--- src/rtl/adc_scan_pkg.sv ---
package adc_scan_pkg;
  localparam logic [2:0] A_CHAN   = 3'd0;
  localparam logic [2:0] A_MODE   = 3'd1;
  localparam logic [2:0] A_ICNT   = 3'd2;
  localparam logic [2:0] A_ISTB   = 3'd3;
  localparam logic [2:0] A_SWCONV = 3'd4;
  localparam logic [2:0] A_CLEAR  = 3'd5;
  localparam int SCAN_BIT = 3;

  typedef struct packed {
    logic err_ie;
    logic hf_ie;
    logic dav_ie;
    logic int_mode;
    logic pace_en;
    logic dir_up;
  } mode_t;

  function automatic mode_t decode_mode(input logic [7:0] d);
    mode_t m;
    m.dir_up   = d[0];
    m.pace_en  = d[1];
    m.int_mode = d[2];
    m.dav_ie   = d[4];
    m.hf_ie    = d[5];
    m.err_ie   = d[6];
    return m;
  endfunction
endpackage

--- src/rtl/adc_scan_regs.sv ---
module adc_scan_regs
  import adc_scan_pkg::*;
#(
  parameter int CH_W   = 3,
  parameter int ICNT_W = 8
) (
  input  logic              clk,
  input  logic              rst_n,
  input  logic              wr_en,
  input  logic [2:0]        wr_addr,
  input  logic [7:0]        wr_data,
  output logic [CH_W-1:0]   hi_chan,
  output logic              scan_en,
  output logic              scan_start,
  output logic              sw_conv,
  output logic              clr,
  output mode_t             mode,
  output logic [ICNT_W-1:0] icnt
);
  logic [CH_W-1:0]   chan_q, chan_d;
  logic              scan_q, scan_d, arm_q, arm_d;
  mode_t             mode_q, mode_d;
  logic [ICNT_W-1:0] stg_q, stg_d, act_q, act_d;

  assign scan_start = wr_en && (wr_addr == A_CHAN) && wr_data[SCAN_BIT] && arm_q;
  assign sw_conv    = wr_en && (wr_addr == A_SWCONV);
  assign clr        = wr_en && (wr_addr == A_CLEAR);

  always_comb begin
    chan_d = chan_q;
    scan_d = scan_q;
    arm_d  = arm_q;
    mode_d = mode_q;
    stg_d  = stg_q;
    act_d  = act_q;
    if (wr_en) begin
      case (wr_addr)
        A_CHAN: begin
          if (!wr_data[SCAN_BIT]) begin
            chan_d = wr_data[CH_W-1:0];
            scan_d = 1'b0;
            arm_d  = 1'b1;
          end else if (arm_q) begin
            scan_d = 1'b1;
            arm_d  = 1'b0;
          end
        end
        A_MODE:  mode_d = decode_mode(wr_data);
        A_ICNT:  stg_d  = wr_data[ICNT_W-1:0];
        A_ISTB:  act_d  = stg_q;
        default: ;
      endcase
    end
  end

  always_ff @(posedge clk or negedge rst_n) begin
    if (!rst_n) begin
      chan_q <= '0;
      scan_q <= 1'b0;
      arm_q  <= 1'b0;
      mode_q <= '0;
      stg_q  <= '0;
      act_q  <= '0;
    end else begin
      chan_q <= chan_d;
      scan_q <= scan_d;
      arm_q  <= arm_d;
      mode_q <= mode_d;
      stg_q  <= stg_d;
      act_q  <= act_d;
    end
  end

  assign hi_chan = chan_q;
  assign scan_en = scan_q;
  assign mode    = mode_q;
  assign icnt    = act_q;
endmodule

--- src/rtl/adc_scan_ctrl.sv ---
module adc_scan_ctrl #(
  parameter int CH_W   = 3,
  parameter int ICNT_W = 8
) (
  input  logic              clk,
  input  logic              rst_n,
  input  logic              dir_up,
  input  logic              pace_en,
  input  logic              int_mode,
  input  logic              scan_en,
  input  logic              scan_start,
  input  logic [CH_W-1:0]   hi_chan,
  input  logic [ICNT_W-1:0] icnt,
  input  logic              sw_conv,
  input  logic              clr,
  input  logic              conv_tick,
  input  logic              scan_tick,
  input  logic              adc_done,
  output logic              adc_start,
  output logic [CH_W-1:0]   adc_chan,
  output logic              busy,
  output logic              ovr,
  output logic              push
);
  logic              busy_q, busy_d, ovr_q, ovr_d, start_q, start_d;
  logic [CH_W-1:0]   cur_q, cur_d, chan_q, chan_d;
  logic [ICNT_W-1:0] burst_q, burst_d;
  logic              tick_req, sw_req, go;
  logic [CH_W-1:0]   this_chan;

  always_comb begin
    tick_req  = conv_tick && (int_mode ? (burst_q != '0) : pace_en);
    sw_req    = sw_conv && !int_mode && !pace_en;
    go        = (tick_req || sw_req) && !busy_q;
    this_chan = scan_en ? cur_q : hi_chan;

    cur_d = cur_q;
    if (scan_start) begin
      cur_d = dir_up ? '0 : hi_chan;
    end else if (go && scan_en) begin
      if (dir_up) cur_d = (cur_q == hi_chan) ? '0 : cur_q + 1'b1;
      else        cur_d = (cur_q == '0) ? hi_chan : cur_q - 1'b1;
    end

    burst_d = burst_q;
    if (scan_tick && int_mode)  burst_d = icnt;
    else if (go && int_mode)    burst_d = burst_q - 1'b1;

    busy_d = busy_q;
    if (go)            busy_d = 1'b1;
    else if (adc_done) busy_d = 1'b0;

    ovr_d   = clr ? 1'b0 : (ovr_q || (tick_req && busy_q));
    start_d = go;
    chan_d  = go ? this_chan : chan_q;
  end

  always_ff @(posedge clk or negedge rst_n) begin
    if (!rst_n) begin
      busy_q  <= 1'b0;
      ovr_q   <= 1'b0;
      start_q <= 1'b0;
      cur_q   <= '0;
      chan_q  <= '0;
      burst_q <= '0;
    end else begin
      busy_q  <= busy_d;
      ovr_q   <= ovr_d;
      start_q <= start_d;
      cur_q   <= cur_d;
      chan_q  <= chan_d;
      burst_q <= burst_d;
    end
  end

  assign adc_start = start_q;
  assign adc_chan  = chan_q;
  assign busy      = busy_q;
  assign ovr       = ovr_q;
  assign push      = adc_done && busy_q;
endmodule

--- src/rtl/adc_scan_fifo.sv ---
module adc_scan_fifo #(
  parameter int DW    = 12,
  parameter int DEPTH = 16
) (
  input  logic          clk,
  input  logic          rst_n,
  input  logic          push,
  input  logic [DW-1:0] din,
  input  logic          rd_byte,
  input  logic          clr,
  output logic [7:0]    dout,
  output logic          dav,
  output logic          hf,
  output logic          ovf
);
  localparam int AW = $clog2(DEPTH);
  localparam logic [AW:0] FULL_CNT = (AW+1)'(DEPTH);
  localparam logic [AW:0] HALF_CNT = (AW+1)'(DEPTH / 2);

  logic [DW-1:0] mem [DEPTH];
  logic [AW-1:0] wp_q, wp_d, rp_q, rp_d;
  logic [AW:0]   cnt_q, cnt_d;
  logic          ph_q, ph_d, ovf_q, ovf_d;
  logic          full, empty, do_push, do_pop;
  logic [15:0]   head;

  assign full    = (cnt_q == FULL_CNT);
  assign empty   = (cnt_q == '0);
  assign do_push = push && !full && !clr;
  assign do_pop  = rd_byte && !empty && ph_q && !clr;
  assign head    = 16'(mem[rp_q]);

  always_comb begin
    wp_d  = wp_q;
    rp_d  = rp_q;
    cnt_d = cnt_q;
    ph_d  = ph_q;
    ovf_d = ovf_q;
    if (clr) begin
      wp_d  = '0;
      rp_d  = '0;
      cnt_d = '0;
      ph_d  = 1'b0;
      ovf_d = 1'b0;
    end else begin
      if (push && full) ovf_d = 1'b1;
      if (do_push) wp_d = wp_q + 1'b1;
      if (do_pop)  rp_d = rp_q + 1'b1;
      if (rd_byte && !empty) ph_d = !ph_q;
      case ({do_push, do_pop})
        2'b10:   cnt_d = cnt_q + 1'b1;
        2'b01:   cnt_d = cnt_q - 1'b1;
        default: ;
      endcase
    end
  end

  always_ff @(posedge clk or negedge rst_n) begin
    if (!rst_n) begin
      wp_q  <= '0;
      rp_q  <= '0;
      cnt_q <= '0;
      ph_q  <= 1'b0;
      ovf_q <= 1'b0;
    end else begin
      wp_q  <= wp_d;
      rp_q  <= rp_d;
      cnt_q <= cnt_d;
      ph_q  <= ph_d;
      ovf_q <= ovf_d;
    end
  end

  always_ff @(posedge clk) begin
    if (do_push) mem[wp_q] <= din;
  end

  assign dout = empty ? 8'h00 : (ph_q ? head[15:8] : head[7:0]);
  assign dav  = !empty;
  assign hf   = (cnt_q >= HALF_CNT);
  assign ovf  = ovf_q;
endmodule

--- src/rtl/adc_scan_seq.sv ---
module adc_scan_seq
  import adc_scan_pkg::*;
#(
  parameter int NCH    = 8,
  parameter int DW     = 12,
  parameter int DEPTH  = 16,
  parameter int ICNT_W = 8,
  localparam int CH_W  = $clog2(NCH)
) (
  input  logic            clk,
  input  logic            rst_n,
  input  logic            wr_en,
  input  logic [2:0]      wr_addr,
  input  logic [7:0]      wr_data,
  input  logic            rd_en,
  input  logic            rd_sel,
  output logic [7:0]      rd_data,
  input  logic            conv_tick,
  input  logic            scan_tick,
  output logic            adc_start,
  output logic [CH_W-1:0] adc_chan,
  input  logic            adc_done,
  input  logic [DW-1:0]   adc_data,
  output logic            irq
);
  logic [CH_W-1:0]   hi_chan_w;
  logic              scan_en_w, scan_start_w, sw_conv_w, clr_w;
  mode_t             mode_w;
  logic [ICNT_W-1:0] icnt_w;
  logic              busy_w, ovr_w, push_w;
  logic [7:0]        fifo_byte;
  logic              dav_w, hf_w, ovf_w;

  adc_scan_regs #(.CH_W(CH_W), .ICNT_W(ICNT_W)) u_regs (
    .clk(clk), .rst_n(rst_n), .wr_en(wr_en), .wr_addr(wr_addr), .wr_data(wr_data),
    .hi_chan(hi_chan_w), .scan_en(scan_en_w), .scan_start(scan_start_w),
    .sw_conv(sw_conv_w), .clr(clr_w), .mode(mode_w), .icnt(icnt_w)
  );

  adc_scan_ctrl #(.CH_W(CH_W), .ICNT_W(ICNT_W)) u_ctrl (
    .clk(clk), .rst_n(rst_n), .dir_up(mode_w.dir_up), .pace_en(mode_w.pace_en),
    .int_mode(mode_w.int_mode), .scan_en(scan_en_w), .scan_start(scan_start_w),
    .hi_chan(hi_chan_w), .icnt(icnt_w), .sw_conv(sw_conv_w), .clr(clr_w),
    .conv_tick(conv_tick), .scan_tick(scan_tick), .adc_done(adc_done),
    .adc_start(adc_start), .adc_chan(adc_chan), .busy(busy_w), .ovr(ovr_w), .push(push_w)
  );

  adc_scan_fifo #(.DW(DW), .DEPTH(DEPTH)) u_fifo (
    .clk(clk), .rst_n(rst_n), .push(push_w), .din(adc_data),
    .rd_byte(rd_en && rd_sel), .clr(clr_w), .dout(fifo_byte),
    .dav(dav_w), .hf(hf_w), .ovf(ovf_w)
  );

  assign rd_data = rd_sel ? fifo_byte : {3'b000, busy_w, ovr_w, ovf_w, hf_w, dav_w};
  assign irq = (mode_w.dav_ie && dav_w) || (mode_w.hf_ie && hf_w) ||
               (mode_w.err_ie && (ovf_w || ovr_w));
endmodule

--- config.mk ---
export PLATFORM = sky130hd
export DESIGN_NAME = adc_scan_seq
export DESIGN_NICKNAME = d
export VERILOG_FILES = /design/src/rtl/adc_scan_pkg.sv /design/src/rtl/adc_scan_regs.sv /design/src/rtl/adc_scan_ctrl.sv /design/src/rtl/adc_scan_fifo.sv /design/src/rtl/adc_scan_seq.sv
export SDC_FILE = /design/constraint.sdc
export NUM_CORES = 1
export LEC_CHECK = 0
export BUFFER_PORTS_ARGS = -buffer_cell sky130_fd_sc_hd__buf_4
export CORE_MARGIN = 2
export CORE_UTILIZATION = 55
export DETAILED_ROUTE_END_ITERATION = 10
export PLACE_DENSITY_LB_ADDON = 0.08
export SLEW_MARGIN = 0
export SYNTH_ARGS = -nofsm -noshare
export SYNTH_HDL_FRONTEND = slang
export SYNTH_SLANG_ARGS = --single-unit
--- constraint.sdc ---
create_clock -name clk -period 2.97 [get_ports clk]
set_input_delay 0.594 -clock clk [delete_from_list [all_inputs] [get_ports clk]]
set_output_delay 0.594 -clock clk [all_outputs]
set_load 0.01 [all_outputs]
## Word-level counts from Yosys, hierarchy flattened

Memories as Yosys holds them, arrays and structs flattened.
Cells that the tools add are included.

| cells by class | value |
|---|---|
| multiply operators | 0 |
| bitwise gates (word level) | 1 |
| divide/modulo/power cells | 0 |
| reduce and logical (&&, ||, !) cells | 54 |
| multiplexer cells | 31 |
| order comparisons | 1 |
| $add $sub $neg | 7 |
| shifts and indexed selects | 0 |
| eq/ne operators | 10 |

Operators by type and width:

| kind | count |
|---|---|
| 2-to-1 mux 8 bit | 5 |
| logical AND 1 bit | 24 |
| 2-to-1 mux 3 bit | 7 |
| 2-to-1 mux 4 bit | 4 |
| nonzero test 2 bit | 7 |
| 2-to-1 mux 1 bit | 13 |
| case mux 5 bit (2 select lines) | 1 |
| adder 4 x 1 -> 4 bit (second input constant) | 2 |
| AND reduction 2 bit | 4 |
| nonzero test 8 bit | 1 |
| subtractor 8 x 1 -> 8 bit (second input constant) | 1 |
| logical NOT 1 bit | 7 |
| == test 3 x 2 -> 1 bit (second input constant) | 2 |
| == test 3 bit (second input constant) | 2 |
| logical NOT 3 bit | 2 |
| AND reduction 3 bit | 2 |
| adder 5 x 1 -> 5 bit (second input constant) | 1 |
| == test 5 bit (second input constant) | 1 |
| greater-or-equal comparator 5 x 4 -> 1 bit (second input constant) | 1 |
| logical NOT 5 bit | 1 |
| logical OR 1 bit | 5 |
| 2-to-1 mux 5 bit | 1 |
| subtractor 5 x 1 -> 5 bit (second input constant) | 1 |
| adder 3 x 1 -> 3 bit (second input constant) | 1 |
| 8 further kinds | 8 |

| word-level totals | value |
|---|---|
| word-level logic and storage cells | 127 |
| output and inout bits | 13 |
| bits in latches | 0 |
| RAM bits | 192 |
| flip-flop bits (word level) | 59 |
| bits in read-only memories | 0 |
| memories kept | 1 |

Memories:

| memory | words | width | rd ports | clocked after memory_dff | wr ports | line | text |
|---|---|---|---|---|---|---|---|
| u_fifo.mem | 16 | 12 | 1 | 0 | 1 | adc_scan_fifo.sv:20 | `logic [DW-1:0] mem [DEPTH];` |

## Longest topological paths before layout

| depth | value |
|---|---|
| depth after elaboration | 9 |
| gate-level depth with buffers | 10 |
| depth with buffers taken out | 9 |

## Modules after synthesis

Synthesis repeated with hierarchy kept, for this count alone.

| second synthesis, totals | value |
|---|---|
| cells, all modules | 617 |
| area, all modules | 10761.6 µm² |

By module, submodules not included:

| module | area an instance (µm²) | cells each | instances |
|---|---|---|---|
| adc_scan_fifo | 8381.8 | 412 | 1 |
| adc_scan_ctrl | 1154.9 | 125 | 1 |
| adc_scan_regs | 1092.3 | 67 | 1 |
| adc_scan_seq | 132.6 | 13 | 1 |

## Least setup slack after synthesis

No wires, ideal clock.

| timing | value |
|---|---|
| path kind | register to output |
| start | reg u_fifo.rp_q[1] |
| end | out rd_data[4] |
| path slack | 0.325 ns |
| arrival | 2.051 ns |
| path buffers | 4 |
| stages on the path, launching flop included | 8 |
| required time | 2.376 ns |
| path through | dfrtp_1 -> buf_4 -> buf_2 -> buf_4 -> clkbuf_1 -> mux4_2 -> a221oi_1 -> o22ai_1 |

| between the ends | value |
|---|---|
| longest elaborated chain between the ends | 4 |

Ends and longest elaborated chain:

| item | line | text |
|---|---|---|
| start: declaration | adc_scan_fifo.sv:21 | `logic [AW-1:0] wp_q, wp_d, rp_q, rp_d;` |
| start signal: assignment | adc_scan_fifo.sv:67 | `rp_q <= rp_d;` |
| memory read (16 x 12 bit) | n/a |  |
| 2-to-1 mux 8 bit (2 in a row) | adc_scan_fifo.sv:78 | `assign dout = empty ? 8'h00 : (ph_q ? head[15:8] : head[7:0]);` |
| 2-to-1 mux 8 bit | adc_scan_seq.sv:54 | `assign rd_data = rd_sel ? fifo_byte : {3'b000, busy_w, ovr_w, ovf_w, hf_w, dav_w};` |
| end: declaration | adc_scan_seq.sv:17 | `output logic [7:0] rd_data,` |

No other way between the ends.

## Final worst setup path

| timing | value |
|---|---|
| start | reg u_fifo.rp_q[0] |
| end | out rd_data[2] |

The elaborated chain is that of the path after synthesis.

==> out/results.tsv <==
metric	value	unit
slowest_delay	0.53	ns
setup_viol	8	
port_buffers	43	
synth_top_cell_by_area	edfxtp_1	
routed_wl	23.3	mm
synth_edf_count	192	
min_path_type	input port to asynchronous set/reset pin	
crit_path_cell_trace	mux4_2 > mux4_2 > nand2b_4 > a21oi_2 > a21oi_2 > o31ai_2 > buf_4	
layout-drive-gt1-share	30.8	%
drv_cap	0	
dp_hpwl	15.5	mm
final_common_cell	edfxtp_1	
antenna_cells	0	
cts_tree	done	
rsz0062_at_grt	true	
synth-simple-area-share	6.05	%
critical_path.slowest_cell	mux4_2	
placed_cell_area	0.0115	mm2
via_per_inst	6.06	
dr.pass1.iters	5	
die_width	142	um
ant_nets	0	
hold_violations	0	
clock_tree.root_cell	clkbuf_16	
synth_top_family_by_area	multiplexers	
multiInputGateArea	0.00320	mm2
yosys.area.top_type_share	54.7	%
worstMarginPinSlew	0.802	ns
finalMaxSlewViolations	0	
path_max_fanout	7	
ys_types	62	
wl_per_cell	23.1	um
cts_made_buffers	26	
ys_seq_area_share	68.7	%
crit_arrival	2.60	ns
p_per_area	883	mW/mm2
grt_overflow	0	
period_share	108	%
gp_congestion	0.874	
regArea	0.00725	mm2
syn2layout_area_growth	19.0	%
ioPinCount	44	
antenna_found_initial	0	
violations	setup timing	
cts.sink_count	251	
syn_nets	687	
grt_pass1_wl	35.2	mm
p_leak	0.00462	uW
grt_pass1_vias	6040	
synth_compound_area_share	6.03	%
endpoint_kind	output pin	
crit_family	multiplexers	
cts_buffer_depth	3	
nets	799	
cts_max_level	1	
syn_inst	644	
die_h	142	um
path_buf_inv	1	
synth_top_flop_cell	edfxtp_1	
final_area	0.0125	mm2
synth_adder_area_share	1.42	%
synth-seq-cells	251	
outcome	complete, but fails checks	
synth-xor-area-share	1.74	%
yosys-mux-area-fraction	14.2	%
die_area	0.0203	mm2
max_freq	313	MHz
num-fill-cells	1324	
path_clk_slew	0.06	ns
initial_core_util	56.2	%
grt_max_degree	60	
layout_setup_ws	-0.226	ns
hold-worst-slack	0.131	ns
vias	6123	
synth_area_leaders	edfxtp_1 (55%), dfrtp_1 (14%), mux4_2 (7.7%)	
cp.required	2.38	ns
slew_headroom	45.8	%
cp-start-kind	flip-flop	
core	0.0188	mm2
period_needed	3.20	ns
layout_common_cells	edfxtp_1 (192), buf_4 (107), dfrtp_1 (57)	
timing_worst_setup_path_type	flip-flop to output pin	
clock_latency	0.53	ns
synth.avg_cell_area	16.4	um2
vdd_drop_max	571	uV
placementRows	50	
syn_area	0.0105	mm2
clock_skew	0.0144	ns
grt_use_total	23.4	%
synth_async_sr_flop_share	23.5	%
drc	0	
first_iter_violations	515	
ys_warn_count	0	
==> cell type report <==
type / instances / area share, %
Multi-Input combinational cell: 351 / 25.5
Inverter: 15 / 0.449
Timing Repair Buffer: 111 / 6.93
Clock buffer: 33 / 5.80
Tap cell: 234 / 2.33
Clock inverter: 15 / 1.25
Sequential cell: 251 / 57.8
==> worst register-to-register path: cells and delay by family (launching register included) <==
family	cells	cell delay, ns
DFF	1	0.47
AOI/OAI and AO/OA	5	1.05
and+or+nand+nor	2	0.73
adders and majority gates	1	0.25
xor gates and xnor gates	1	0.15
==> kinds of logic after synthesis <==
logic type / after synthesis
buffers and inverters: 42
adders and majority gates: 12
muxes: 101
DFF: 251
AOI/OAI and AO/OA: 91
xor gates and xnor gates: 21
and+or+nand+nor: 126
==> worst paths after layout <==
path | end | cells past startpoint | slack, ns | start
setup / recovery | rd_data[2] | 7 | -0.23 | u_fifo.rp_q[0]
hold / removal | u_ctrl.burst_q[6] | 1 | 0.13 | rst_n
setup reg to reg | u_fifo.cnt_q[4] | 9 | 0.20 | u_fifo.cnt_q[1]
hold reg to reg | u_regs.stg_q[3] | 1 | 0.50 | u_regs.stg_q[3]
max in group asynchronous | u_fifo.rp_q[0] | 1 | 2.27 | rst_n
min in group clk | u_regs.stg_q[7] | 2 | 0.30 | wr_data[7]
==> per-layer routing <==
layer | track usage, % | part of all wire (%)
met1 | 33.5 | 44
met2 | 37.6 | 48
met3 | 3.60 | 6.3
met4 | 7.19 | 2.6
met5 | 0 | 0
==> cells in the mapped netlist (all sizes together), types with 4 or more instances <==
cell    number
a221oi      14
nor3         5
nor2        50
o21ai       15
nor2b        5
nand2       25
mux2        27
ha          12
nor4         4
buf         11
xnor2        7
and2        14
a21oi       25
mux2i       38
xor2        14
inv         14
a22oi        5
a31oi        4
clkbuf      16
edfxtp     192
o21a         4
mux4        36
dfrtp       59
==> report_power, final <==
group	internal [uW]	switching (uW)	total, uW
clock network	1990	1310	3300
registers	4220	432	4650
logic	1570	1560	3130
total	7780	3290	11100
==> state kept, by name, indices dropped and copies added (netlist names) <==
name	cells
u_ctrl.adc_chan	3
u_ctrl.adc_start	1
u_ctrl.burst_q	8
u_ctrl.busy	1
u_ctrl.cur_q	3
u_ctrl.ovr	1
u_fifo.cnt_q	5
u_fifo.mem	192
u_fifo.ovf	1
u_fifo.ph_q	1
u_fifo.rp_q	4
u_fifo.wp_q	4
u_regs.arm_q	1
u_regs.hi_chan	3
u_regs.icnt	8
u_regs.mode	6
u_regs.scan_en	1
u_regs.stg_q	8
==> timing repair <==
item                                    4_1_cts  5_1_grt
endpoints found under the setup margin        8        9
resized for setup                            13       18
setup buffers                                 8        4
pin swaps                                     2        2
hold buffers                                  0        0
==> through the flow <==
stage                     power [uW]  setup TNS [ns]  util [%]  worst slack [ns]  std cells
final                          11100           -1.42      66.9            -0.226       1010
after global routing           11600           -2.20      66.9            -0.304       1010
after CTS                      11000           -1.65      66.3            -0.272       1006
after detailed placement        7580               0      61.1             0.107        951
after global placement          7480               0      61.1             0.153        951
after floorplan                 6580               0         -             0.325        644
Note: power is estimated with default switching activity, not from simulation.
